[config.mk]
export PLATFORM = sky130hd
export DESIGN_NAME = cache_seq_ctrl
export DESIGN_NICKNAME = d
export VERILOG_FILES = /design/src/rtl/cc_pkg.sv /design/src/rtl/cc_classify.sv /design/src/rtl/cc_fill_counter.sv /design/src/rtl/cache_seq_ctrl.sv
export SDC_FILE = /design/constraint.sdc
export NUM_CORES = 1
export LEC_CHECK = 0
export BUFFER_PORTS_ARGS = -buffer_cell sky130_fd_sc_hd__buf_2
export CAP_MARGIN = 20
export CORE_AREA = 2 2 39 41
export DETAILED_ROUTE_END_ITERATION = 6
export DIE_AREA = 0 0 41 43
export PLACE_DENSITY = 0.74
export SLEW_MARGIN = 15
export SYNTH_ARGS = -nofsm -noshare
export SYNTH_HDL_FRONTEND = slang
export SYNTH_SLANG_ARGS = --single-unit
[constraint.sdc]
create_clock -name clk -period 1.35 [get_ports clk]
set_input_delay 0 -clock clk [delete_from_list [all_inputs] [get_ports clk]]
set_output_delay 0 -clock clk [all_outputs]
set_load 0.01 [all_outputs]
[src/rtl/cc_pkg.sv]
package cc_pkg;

  typedef enum logic [2:0] {
    ST_IDLE,
    ST_CHECK,
    ST_FAST,
    ST_XSTART,
    ST_WALK,
    ST_FILL,
    ST_SINGLE
  } cc_state_e;

  typedef struct packed {
    logic check;
    logic fast;
    logic abort;
    logic ext;
    logic line;
    logic read_hit;
  } cc_class_t;

  // A request may skip tag and translation only inside a known line.
  function automatic logic fast_ok(input logic seq, input logic off_nz,
                                   input logic live, input logic we,
                                   input logic wbuf);
    return seq & off_nz & live & (~we | wbuf);
  endfunction

  // A checked access completes inside the cache path.
  function automatic logic stays_inside(input logic we, input logic wbuf,
                                        input logic cach, input logic hit);
    return we ? wbuf : (cach & hit);
  endfunction

endpackage

[src/rtl/cc_classify.sv]
module cc_classify
  import cc_pkg::*;
(
  input  logic      req,
  input  logic      seq,
  input  logic      we,
  input  logic      wbuf,
  input  logic      cach,
  input  logic      hit,
  input  logic      fault,
  input  logic      off_nz,
  input  logic      live,
  output cc_class_t cls
);

  always_comb begin
    cls.fast     = req & fast_ok(seq, off_nz, live, we, wbuf);
    cls.check    = req & ~cls.fast;
    cls.abort    = cls.check & fault;
    cls.ext      = cls.check & ~fault & ~stays_inside(we, wbuf, cach, hit);
    cls.line     = ~we & cach;
    cls.read_hit = cls.check & ~fault & ~we & cach & hit;
  end

endmodule

[src/rtl/cc_fill_counter.sv]
module cc_fill_counter #(
  parameter int WORDS = 4,
  localparam int W = (WORDS > 1) ? $clog2(WORDS) : 1
) (
  input  logic         clk,
  input  logic         rst_n,
  input  logic         clear,
  input  logic         step,
  output logic [W-1:0] idx,
  output logic         at_last
);

  assign at_last = step && (idx == W'(WORDS - 1));

  always_ff @(posedge clk) begin
    if (!rst_n || clear) idx <= '0;
    else if (step)       idx <= idx + W'(1);
  end

endmodule

[src/rtl/cache_seq_ctrl.sv]
module cache_seq_ctrl #(
  parameter int LINE_WORDS = 4,
  localparam int OFF_W = (LINE_WORDS > 1) ? $clog2(LINE_WORDS) : 1
) (
  input  logic             clk,
  input  logic             rst_n,
  input  logic             cpu_req,
  input  logic             cpu_seq,
  input  logic             cpu_we,
  input  logic             cpu_wbuf,
  input  logic             cpu_cacheable,
  input  logic [OFF_W-1:0] cpu_offset,
  input  logic             tag_hit,
  input  logic             mmu_xlat_hit,
  input  logic             mmu_fault,
  input  logic             walk_ack,
  input  logic             bus_ack,
  output logic             tag_en,
  output logic             mmu_en,
  output logic             ext_req,
  output logic             xlat_req,
  output logic             ext_line,
  output logic             fill_we,
  output logic [OFF_W-1:0] fill_idx,
  output logic             cpu_wait,
  output logic             abort
);
  import cc_pkg::*;

  cc_state_e state_q, state_d;
  logic      live_q, live_d;
  logic      line_q, xlat_q;

  // Named internal events
  logic      path_ready;
  logic      off_nz;
  logic      fill_last;
  logic      fill_clear;
  cc_class_t cls;

  assign path_ready = (state_q == ST_IDLE) || (state_q == ST_CHECK) ||
                      (state_q == ST_FAST);
  assign off_nz     = |cpu_offset;
  assign fill_clear = (state_q == ST_XSTART);

  cc_classify u_classify (
    .req    (cpu_req & path_ready),
    .seq    (cpu_seq),
    .we     (cpu_we),
    .wbuf   (cpu_wbuf),
    .cach   (cpu_cacheable),
    .hit    (tag_hit),
    .fault  (mmu_fault),
    .off_nz (off_nz),
    .live   (live_q),
    .cls    (cls)
  );

  cc_fill_counter #(.WORDS(LINE_WORDS)) u_fill_counter (
    .clk     (clk),
    .rst_n   (rst_n),
    .clear   (fill_clear),
    .step    (fill_we),
    .idx     (fill_idx),
    .at_last (fill_last)
  );

  // Next state and known-line tracking
  always_comb begin
    state_d = state_q;
    live_d  = live_q;
    unique case (state_q)
      ST_IDLE, ST_CHECK, ST_FAST: begin
        if (!cpu_req) begin
          state_d = ST_IDLE;
          live_d  = 1'b0;
        end else if (cls.fast) begin
          state_d = ST_FAST;
        end else if (cls.ext) begin
          state_d = ST_XSTART;
          live_d  = 1'b0;
        end else begin
          state_d = ST_CHECK;
          live_d  = cls.read_hit;
        end
      end
      ST_XSTART: state_d = line_q ? (xlat_q ? ST_FILL : ST_WALK) : ST_SINGLE;
      ST_WALK:   if (walk_ack) state_d = ST_FILL;
      ST_FILL: begin
        if (fill_last) begin
          state_d = ST_CHECK;
          live_d  = 1'b1;
        end
      end
      ST_SINGLE: if (bus_ack) state_d = ST_CHECK;
      default:   state_d = ST_CHECK;
    endcase
  end

  always_ff @(posedge clk) begin
    if (!rst_n) begin
      state_q <= ST_CHECK;
      live_q  <= 1'b0;
      line_q  <= 1'b0;
      xlat_q  <= 1'b0;
    end else begin
      state_q <= state_d;
      live_q  <= live_d;
      if (cls.ext) begin
        line_q <= cls.line;
        xlat_q <= mmu_xlat_hit;
      end
    end
  end

  // Outputs
  assign tag_en   = cls.check;
  assign mmu_en   = cls.check;
  assign abort    = cls.abort;
  assign xlat_req = (state_q == ST_WALK);
  assign ext_line = (state_q == ST_FILL);
  assign ext_req  = xlat_req || ext_line || (state_q == ST_SINGLE);
  assign fill_we  = ext_line && bus_ack;
  assign cpu_wait = cls.ext || (state_q == ST_XSTART) || xlat_req ||
                    (ext_line && !fill_last) ||
                    ((state_q == ST_SINGLE) && !bus_ack);

  // Assertions
  assert_fast_skips_R3: assert property (@(posedge clk) disable iff (!rst_n)
    (cpu_req && path_ready && !tag_en) |-> (!mmu_en && !cpu_wait && cpu_seq));

  assert_wrap_checks_R4: assert property (@(posedge clk) disable iff (!rst_n)
    (cpu_req && path_ready && cpu_offset == '0) |-> tag_en);

  assert_start_quiet_R5: assert property (@(posedge clk) disable iff (!rst_n)
    (cls.ext) |=> (cpu_wait && !ext_req));

  assert_bus_waits_R8: assert property (@(posedge clk) disable iff (!rst_n)
    (xlat_req || (ext_req && !bus_ack)) |-> cpu_wait);

  assert_fill_starts_zero_R7: assert property (@(posedge clk) disable iff (!rst_n)
    $rose(ext_line) |-> (fill_idx == '0));

  assert_abort_pulse_R9: assert property (@(posedge clk) disable iff (!rst_n)
    abort |=> !abort);

  assert_abort_quiet_R9: assert property (@(posedge clk) disable iff (!rst_n)
    abort |-> (!cpu_wait && !ext_req));

  assert_idle_quiet_R10: assert property (@(posedge clk) disable iff (!rst_n)
    (!cpu_req && path_ready) |-> (!tag_en && !mmu_en && !cpu_wait && !ext_req));

endmodule

[After elaboration in Yosys (flattened, before gate mapping)]
Cells that the tools add are included.
Word-level totals
  bits of input ports: 14
  output and inout bits: 10
  logic and storage cells: 73
  register bits after elaboration: 8
Operators by class
  muxes and demuxes: 15
  eq/ne operators: 11
  add/subtract/negate cells: 1
  reduce and logical (&&, ||, !) cells: 22
  bitwise gates (word level): 19
Operators by type and width (count)
  case mux 3 bit (5 select lines): 1
  AND 1 bit: 14
  equality test 3 bit, second input constant: 3
  logical OR 1 bit: 9
  two-way mux 3 bit: 3
  two-way mux 2 bit: 4
  equality test 3 x 2 -> 1 bit, second input constant: 2
  two-way mux 1 bit: 6
  AND reduction 3 bit: 2
  logical AND 1 bit: 4
  != test 2 bit, second input constant: 2
  inverter 1 bit: 4
  equality test 3 x 1 -> 1 bit, second input constant: 1
  zero test 1 bit: 3
  zero test 3 bit: 1
  != test 3 bit, second input constant: 1
  OR reduction 3 bit: 1
  adder 2 x 1 -> 2 bit, second input constant: 1
  equality test 2 bit, second input constant: 1
  != test 2 x 1 -> 1 bit, second input constant: 1
  case mux 1 bit (2 select lines): 1
  nonzero test 2 bit: 1
  OR reduction 2 bit: 1
  OR 1 bit: 1

[Longest topological paths before layout]
Gate-level depths: netlist of run 1.
  word-level depth: 15
  depth in mapped cells: 6
  depth with buffers taken out: 5

[By module]
A second synthesis of run 1 with hierarchy kept.
Unflattened totals
  cells, all modules: 69
  area, all modules: 583.1 sq um
Modules (own cells, without submodules)
  cache_seq_ctrl: sequential area each 120.1 sq um, instances 1, cells an instance 49, area each 394.1 sq um
  cc_classify: sequential area each 0.0 sq um, instances 1, cells an instance 11, area each 96.3 sq um
  cc_fill_counter: sequential area each 40.0 sq um, instances 1, cells an instance 9, area each 92.6 sq um

[Worst setup path after synthesis of run 1]
Ideal clock, no wire load.
  path type: reg-to-reg
  start: register state_q[1]
  end: register live_q
  data arrival time: 1.148 ns
  path buffers: 2
  setup time: 0.117 ns
  cell stages (with the launch flop): 6
  setup slack: 0.084 ns
  required time: 1.233 ns
  period minus slack after synthesis: 1.266 ns
  path through: dfxtp_1 -> buf_6 -> and3b_1 -> buf_6 -> a31o_1 -> a32o_1
On the way
  elaborated cells on any way between the ends: 26
  classes of those cells: eq/ne (5); mux (4); bitwise (9); reduce/logical (8)
RTL lines
  start, declared: RTL line cache_seq_ctrl.sv:30  | cc_state_e state_q, state_d;
  start signal, assigned: RTL line cache_seq_ctrl.sv:107  | state_q <= state_d;
  equality test 3 bit (*): RTL line cache_seq_ctrl.sv:121  | assign ext_line = (state_q == ST_FILL);
  net ext_line: RTL line cache_seq_ctrl.sv:22  | output logic ext_line,
  logical AND 1 bit: RTL line cache_seq_ctrl.sv:123  | assign fill_we = ext_line && bus_ack;
  logical AND 1 bit: RTL line cc_fill_counter.sv:13  | assign at_last = step && (idx == W'(WORDS - 1));
  != test 2 x 1 -> 1 bit (no source line)
  AND reduction 3 bit (no source line)
  end signal, assigned: RTL line cache_seq_ctrl.sv:108  | live_q <= live_d;
  end, declared: RTL line cache_seq_ctrl.sv:31  | logic live_q, live_d;
Mark *: on every way through the listed nets, which the timed path passes. The rest lies on a longest branch. The select of a mux whose other input is x is not followed.
A chain may end at the register's enable or synchronous reset.

[Final worst setup path of run 1]
  start: register state_q[2]
  end: output port cpu_wait
On the way
  longest elaborated chain between the ends: 13
  elaborated cells on any way between the ends: 24
  classes of those cells: eq/ne (6); bitwise (6); reduce/logical (12)
RTL lines
  equality test 3 x 1 -> 1 bit or zero test 3 bit (tied branches): RTL line cache_seq_ctrl.sv:41  | assign path_ready = (state_q == ST_IDLE) || (state_q == ST_CHECK) ||
  logical OR 1 bit (2 in series): RTL line cache_seq_ctrl.sv:41
  AND 1 bit: RTL line cache_seq_ctrl.sv:47  | .req (cpu_req & path_ready),
  AND 1 bit: RTL line cc_classify.sv:17  | cls.fast = req & fast_ok(seq, off_nz, live, we, wbuf);
  inverter 1 bit: RTL line cc_classify.sv:18  | cls.check = req & ~cls.fast;
  AND 1 bit: RTL line cc_classify.sv:18
  AND 1 bit (2 in series): RTL line cc_classify.sv:20  | cls.ext = cls.check & ~fault & ~stays_inside(we, wbuf, cach, hit);
  logical OR 1 bit (3 in series): RTL line cache_seq_ctrl.sv:124  | assign cpu_wait = cls.ext || (state_q == ST_XSTART) || xlat_req ||
  logical OR 1 bit (*): RTL line cache_seq_ctrl.sv:125  | (ext_line && !fill_last) ||
  end, declared: RTL line cache_seq_ctrl.sv:25  | output logic cpu_wait,
Mark *: on every way between the ends. The rest lies on a longest branch, timed or not.

==> impl_metrics.toml, run 1 <==
[run_status]
outcome = "completed"

[setup_path]
reg2reg_depth = 3
criticalPathCategory = "register to primary output"
endpoint = "cpu_wait"
cp_max_fo = 11
worst_setup_path_end_kind = "primary output"
startpoint = "state_q[2]"
worstPathRequired_ps = 1350
r2r-end = "live_q"
cp-start-kind = "register"
arrival_ps = 1300
r2r_slack_ps = 130
r2r-start = "state_q[1]"

[clock_tree]
cts.sinks = 8
clock_insertion_delay_worst_skew_ps = 250
cts_root_buf = "clkbuf_4"
cts_made_buffers = 3
htreeDepth = 1
cts_tree = "built"
cts_hold_buf = 0
cts_buffer_depth = 2
path_clk_slew_ps = 50

[job]
maxCapViolCount = 0

[placed_design]
post-dp-hpwl_um = 904
io_buffers = 23
gp_congestion = 0.742
dp_slack_ps = 106

[floorplanning]
die_x_um = 41
rows = 14
pin_count = 24
start_util = 0.395
die_y_um = 43
die-area_um2 = 1760
core-area_um2 = 1380

[synthesis]
avgSynthCellArea_um2 = 8.04
yosysSeqAreaShare = 0.293
syn_inst = 68
synth.ff_latch_count = 8
synth_area_um2 = 547
yosysUniqueCellTypes = 29
syn-num-nets = 83
yosysWarnings = 0

[finish]
multiInputGateArea_um2 = 379
final_cell_mix = "buf_2 (23), nand2_1 (13), buf_4 (7)"
drive_gt1_frac = 0.479
area_growth_pct = 40.5
final_common_cell = "buf_2"
nets = 113
regArea_um2 = 171
fillers = 128
diodes = 0

[worst_hold_path]
hold_path.class = "primary input to register"

[grt]
antenna_found_initial = 0
grt_use_total = 0.166
grt_overflow = 0
grt_pass1_vias = 503
grt_max_degree = 12
grt_pass1_wl_um = 2030

[pwr]
leakage_nw = 0.381
p_seq_frac = 0.425
p_sw_uw = 182
ir_drop_v = 0.000354
pwr-share-comb = 0.280
switching_share = 0.293
p_per_area_nw_per_um2 = 807
fin_total_pwr_uw = 620
p_int_uw = 438
clock_power_share = 0.295

[sta]
drv_slew = 0
grt_setup_unrepaired = "yes"
worst_slack_ps = 48.4
tightest_slew_ps = 236
finClkSkew_ps = 2.58
relSlewSlack = 0.841
fmax_ghz = 0.768
hold_violations = 0
period_minus_slack_ps = 1300
fin_crit_sh = 0.964
finalSetupViolCount = 0

[routing]
via_count = 578
ant_nets = 0
wl_per_cell_um = 11.9
drt_pass1_iterations = 4
post_drt_via_cell_ratio = 5.16
postRouteWirelength_um = 1330
drtIter0Drc = 13
drc = 0
==> layout make-up <==
type,count,area share
sequential,8,0.223
tap,16,0.0261
inverter,2,0.00977
clock buffer,3,0.0293
multi-input combinational,53,0.493
timing repair buffer,30,0.218
==> synth_stat cells <==
master	n	area, um^2
ha_1	1	12.5
buf_4	2	15.0
o311a_2	1	11.3
a21boi_0	1	7.51
a21bo_2	1	10.0
a21oi_1	5	25.0
dfxtp_1	8	160
mux2i_1	2	20.0
a41o_1	1	10.0
nand2_1	13	48.8
nor2b_1	2	12.5
nor2_1	5	18.8
and2_1	3	18.8
o21ai_0	2	10.0
and3b_1	1	8.76
a32o_1	1	10.0
nand3_1	2	10.0
o221ai_1	1	8.76
buf_6	3	33.8
xor2_1	1	8.76
a21o_1	1	7.51
nor3b_1	2	15.0
and3_1	1	6.26
nand3_4	1	17.5
a31oi_1	1	6.26
inv_1	2	7.51
o21a_1	1	7.51
nor3_1	2	10.0
a31o_1	1	8.76
==> sequential cells by signal (all words and copies together), names as in the netlist <==
| register | count |
|---|---|
| xlat_q | 1 |
| state_q | 3 |
| line_q | 1 |
| live_q | 1 |
| u_fill_counter.idx | 2 |
==> critical path, stage by stage, from the launching register on <==
cell and delay, ps:
dfxtp_4 380, a21oi_4 140, o311a_4 240, nand3_4 90, nand2_1 70, buf_2 120
==> per-stage QoR <==
step	instances	utilization	hold slack, ps	TNS [ps]	area (um^2)
after CTS	108	0.508	5.97	0	703
after global placement	104	0.468	245	0	648
after global routing	112	0.555	10.2	-17.5	768
final	112	0.555	6.88	0	768
after floorplan	68	-	139	0	547
after detailed placement	104	0.468	267	0	648
==> logic make-up after synthesis <==
kind of cell	count (synthesis)	share of synthesized area
and+or+nand+nor	32	0.304
AOI/OAI and AO/OA	17	0.224
DFF	8	0.293
buffers and inverters	7	0.103
muxes	2	0.0366
xor gates and xnor gates	1	0.0160
adders and majority gates	1	0.0229
==> power by group through the flow <==
stage                     sequential [mW]  clock (mW)  combinational, mW
final                               0.263       0.183              0.174
after global routing                0.266       0.195              0.191
after CTS                           0.261       0.185              0.150
after detailed placement            0.263           0              0.142
after global placement              0.263           0              0.141
after floorplan                     0.257           0              0.107
==> per-layer routing <==
layer | track usage | vias up | wire (um)
met3 | 0.0157 | 5 | 76
li1 | - | 296 | -
met5 | 0 | - | 0
met1 | 0.201 | 254 | 587
met2 | 0.266 | 23 | 629
met4 | 0.100 | 0 | 36
==> how the worst min path moves through the flow <==
stage | from | endpoint | cells after the start | slack (ps)
6_report | mmu_xlat_hit | xlat_q | 3 | 7
2_1_floorplan | rst_n | line_q | 2 | 140
3_5_place_dp | mmu_xlat_hit | xlat_q | 3 | 270
5_1_grt | mmu_xlat_hit | xlat_q | 3 | 10
3_3_place_gp | mmu_xlat_hit | xlat_q | 3 | 240
4_1_cts | mmu_xlat_hit | xlat_q | 3 | 6
==> what timing repair did <==
item | in CTS | in global routing
pin swaps | 1 | 2
gates resized for setup | 7 | 9
setup buffers | 1 | 4
setup endpoints to repair | 2 | 2
cloned | 0 | 0
Note: power is estimated with default switching activity, not from simulation.
==> run 2: changes to the inputs <==
BUFFER_PORTS_ARGS = -buffer_cell sky130_fd_sc_hd__clkbuf_2   (was -buffer_cell sky130_fd_sc_hd__buf_2)
==> run 2 against run 1 <==
Against the previous run:
- clock power is 3% lower
- final cell count decreased by 0.89%
- setup slack got worse by 2.3 ps
- total power fell by 2.0%
- critical path type unchanged
- largest cell class unchanged
- largest power group unchanged
==> impl_metrics.toml, run 2 (synthesis gave the netlist of run 1 again) <==
[setup_path]
path_cells = "a21oi_4 > o311a_4 > nand3_4 > nand2_1 > buf_2"
r2r-start = "state_q[1]"
cp-start-kind = "register"
cp_top_family = "compound AO/OA/AOI/OAI gates"
cp_num_buf_inv = 1
worst_setup_path_end_kind = "primary output"
max_stage_delay_ps = 360
criticalPathCategory = "register to primary output"
worstPathRequired_ps = 1350
startpoint = "state_q[1]"
arrival_ps = 1300
cp_max_fo = 6
slowest_stage = "dfxtp_2"

[routing]
routedLengthMet1_um = 576
drtIter0Drc = 7
wl_per_cell_um = 11.6
drc = 0
drt_pass1_iterations = 5
via_count = 561
route.met2.wl_um = 628
ant_nets = 0
routed-wl-met3_um = 86
postRouteWirelength_um = 1290
post_drt_via_cell_ratio = 5.05
highest_layer = "met3"

[pwr]
leakage_nw = 0.371
p_seq_frac = 0.432
p_per_area_nw_per_um2 = 817
switching_share = 0.288
ir_drop_v = 0.000353
pwr-share-comb = 0.276
p_int_uw = 432
p_sw_uw = 175
clock_power_share = 0.291

[clock_tree]
cts_made_buffers = 3
htreeDepth = 1
cts.sinks = 8
cts_buffer_depth = 2
cts_root_buf = "clkbuf_4"
path_clk_slew_ps = 50
clock_insertion_delay_worst_skew_ps = 250
cts_tree = "built"

[sta]
finClkSkew_ps = 5.80
fmax_ghz = 0.767
tightest_slew_ps = 242
drv_slew = 0
finalSetupViolCount = 0
period_minus_slack_ps = 1300
timing.hold.ws_ps = 60.7
fin_crit_sh = 0.966
setup_tns_ps = 0
worst_slack_ps = 46.1
grt_setup_unrepaired = "yes"
hold_violations = 0
relSlewSlack = 0.837

[grt]
grt_use_total = 0.160
grt_pass1_wl_um = 1960
antenna_found_initial = 0
grt_overflow = 0
grt_pass1_vias = 492
grt_max_degree = 9

[finish]
final_cell_mix = "clkbuf_2 (22), nand2_1 (13), nor2_1 (5), dfxtp_1 (5), buf_4 (5)"
diodes = 0
area_growth_pct = 35.9
nets = 112
largest_register = "state_q"
largest_reg_flops = 3
fin_util = 0.537
reg_top3 = "state_q (3), u_fill_counter.idx (2)"
final_common_cell = "clkbuf_2"
fillers = 138
drive_gt1_frac = 0.442

[run_status]
outcome = "completed"

[floorplanning]
die-area_um2 = 1760
pin_count = 24
core-area_um2 = 1380
rows = 14
die_x_um = 41
start_util = 0.395
die_y_um = 43

[placed_design]
gp_congestion = 0.797
io_buffers = 23
post-dp-hpwl_um = 943
dp_slack_ps = 121

[worst_hold_path]
hp-start = "cpu_we"
hold_path.class = "primary input to register"

[job]
maxCapViolCount = 0
## run 2: cell count changes in the layout (fill, tap and decap cells not counted), sizes merged
| cell | delta |
|---|---|
| buf | -24 |
| dlygate4sd3 | +1 |
| clkbuf | +22 |
## run 2: final cells by class
type	instances	area (um^2)	share of cell area
Timing Repair Buffer	29	163	0.219
Clock buffer	3	22.5	0.0303
Inverter	2	7.51	0.0101
Multi-Input combinational cell	53	367	0.493
Sequential cell	8	164	0.221
Tap cell	16	20.0	0.0269
## run 2: final timing paths
kind | endpoint | slack, ps | cells after the start
worst min-delay path | line_q | 60 | 4
worst min register to register | u_fill_counter.idx[1] | 480 | 2
worst max register to register | live_q | 120 | 3
worst max-delay path | cpu_wait | 50 | 5
## run 2: through the flow
stage | area [um^2] | std cells | power (mW)
CTS | 726 | 111 | 0.605
finish | 743 | 111 | 0.607
global placement | 656 | 105 | 0.408
floorplan | 547 | 68 | 0.364
global route | 743 | 111 | 0.644
detailed placement | 656 | 105 | 0.409
## run 2: power by group through the flow
stage | combinational (mW) | clock [mW] | sequential, mW
after floorplan | 0.107 | 0 | 0.257
after global placement | 0.146 | 0 | 0.262
after detailed placement | 0.147 | 0 | 0.262
after CTS | 0.163 | 0.184 | 0.259
after global routing | 0.182 | 0.199 | 0.263
final | 0.168 | 0.177 | 0.262
## run 2: worst min-delay path: stages
cell and delay [ps]:
clkbuf_2 100, nor2b_1 50, nand2_1 60, mux2i_1 50
## run 2: timing repair
action,4_1_cts,5_1_grt
endpoints found under the hold margin,1,0
gates resized for setup,5,7
setup endpoints to repair,2,4
pin swaps,4,2
buffers inserted,2,0
hold buffers,1,0
## run 2: per-layer routing
layer	track usage	vias to the layer above
met5	0	-
met4	0.0800	0
met3	0.0157	0
met2	0.275	26
met1	0.182	241
li1	-	294
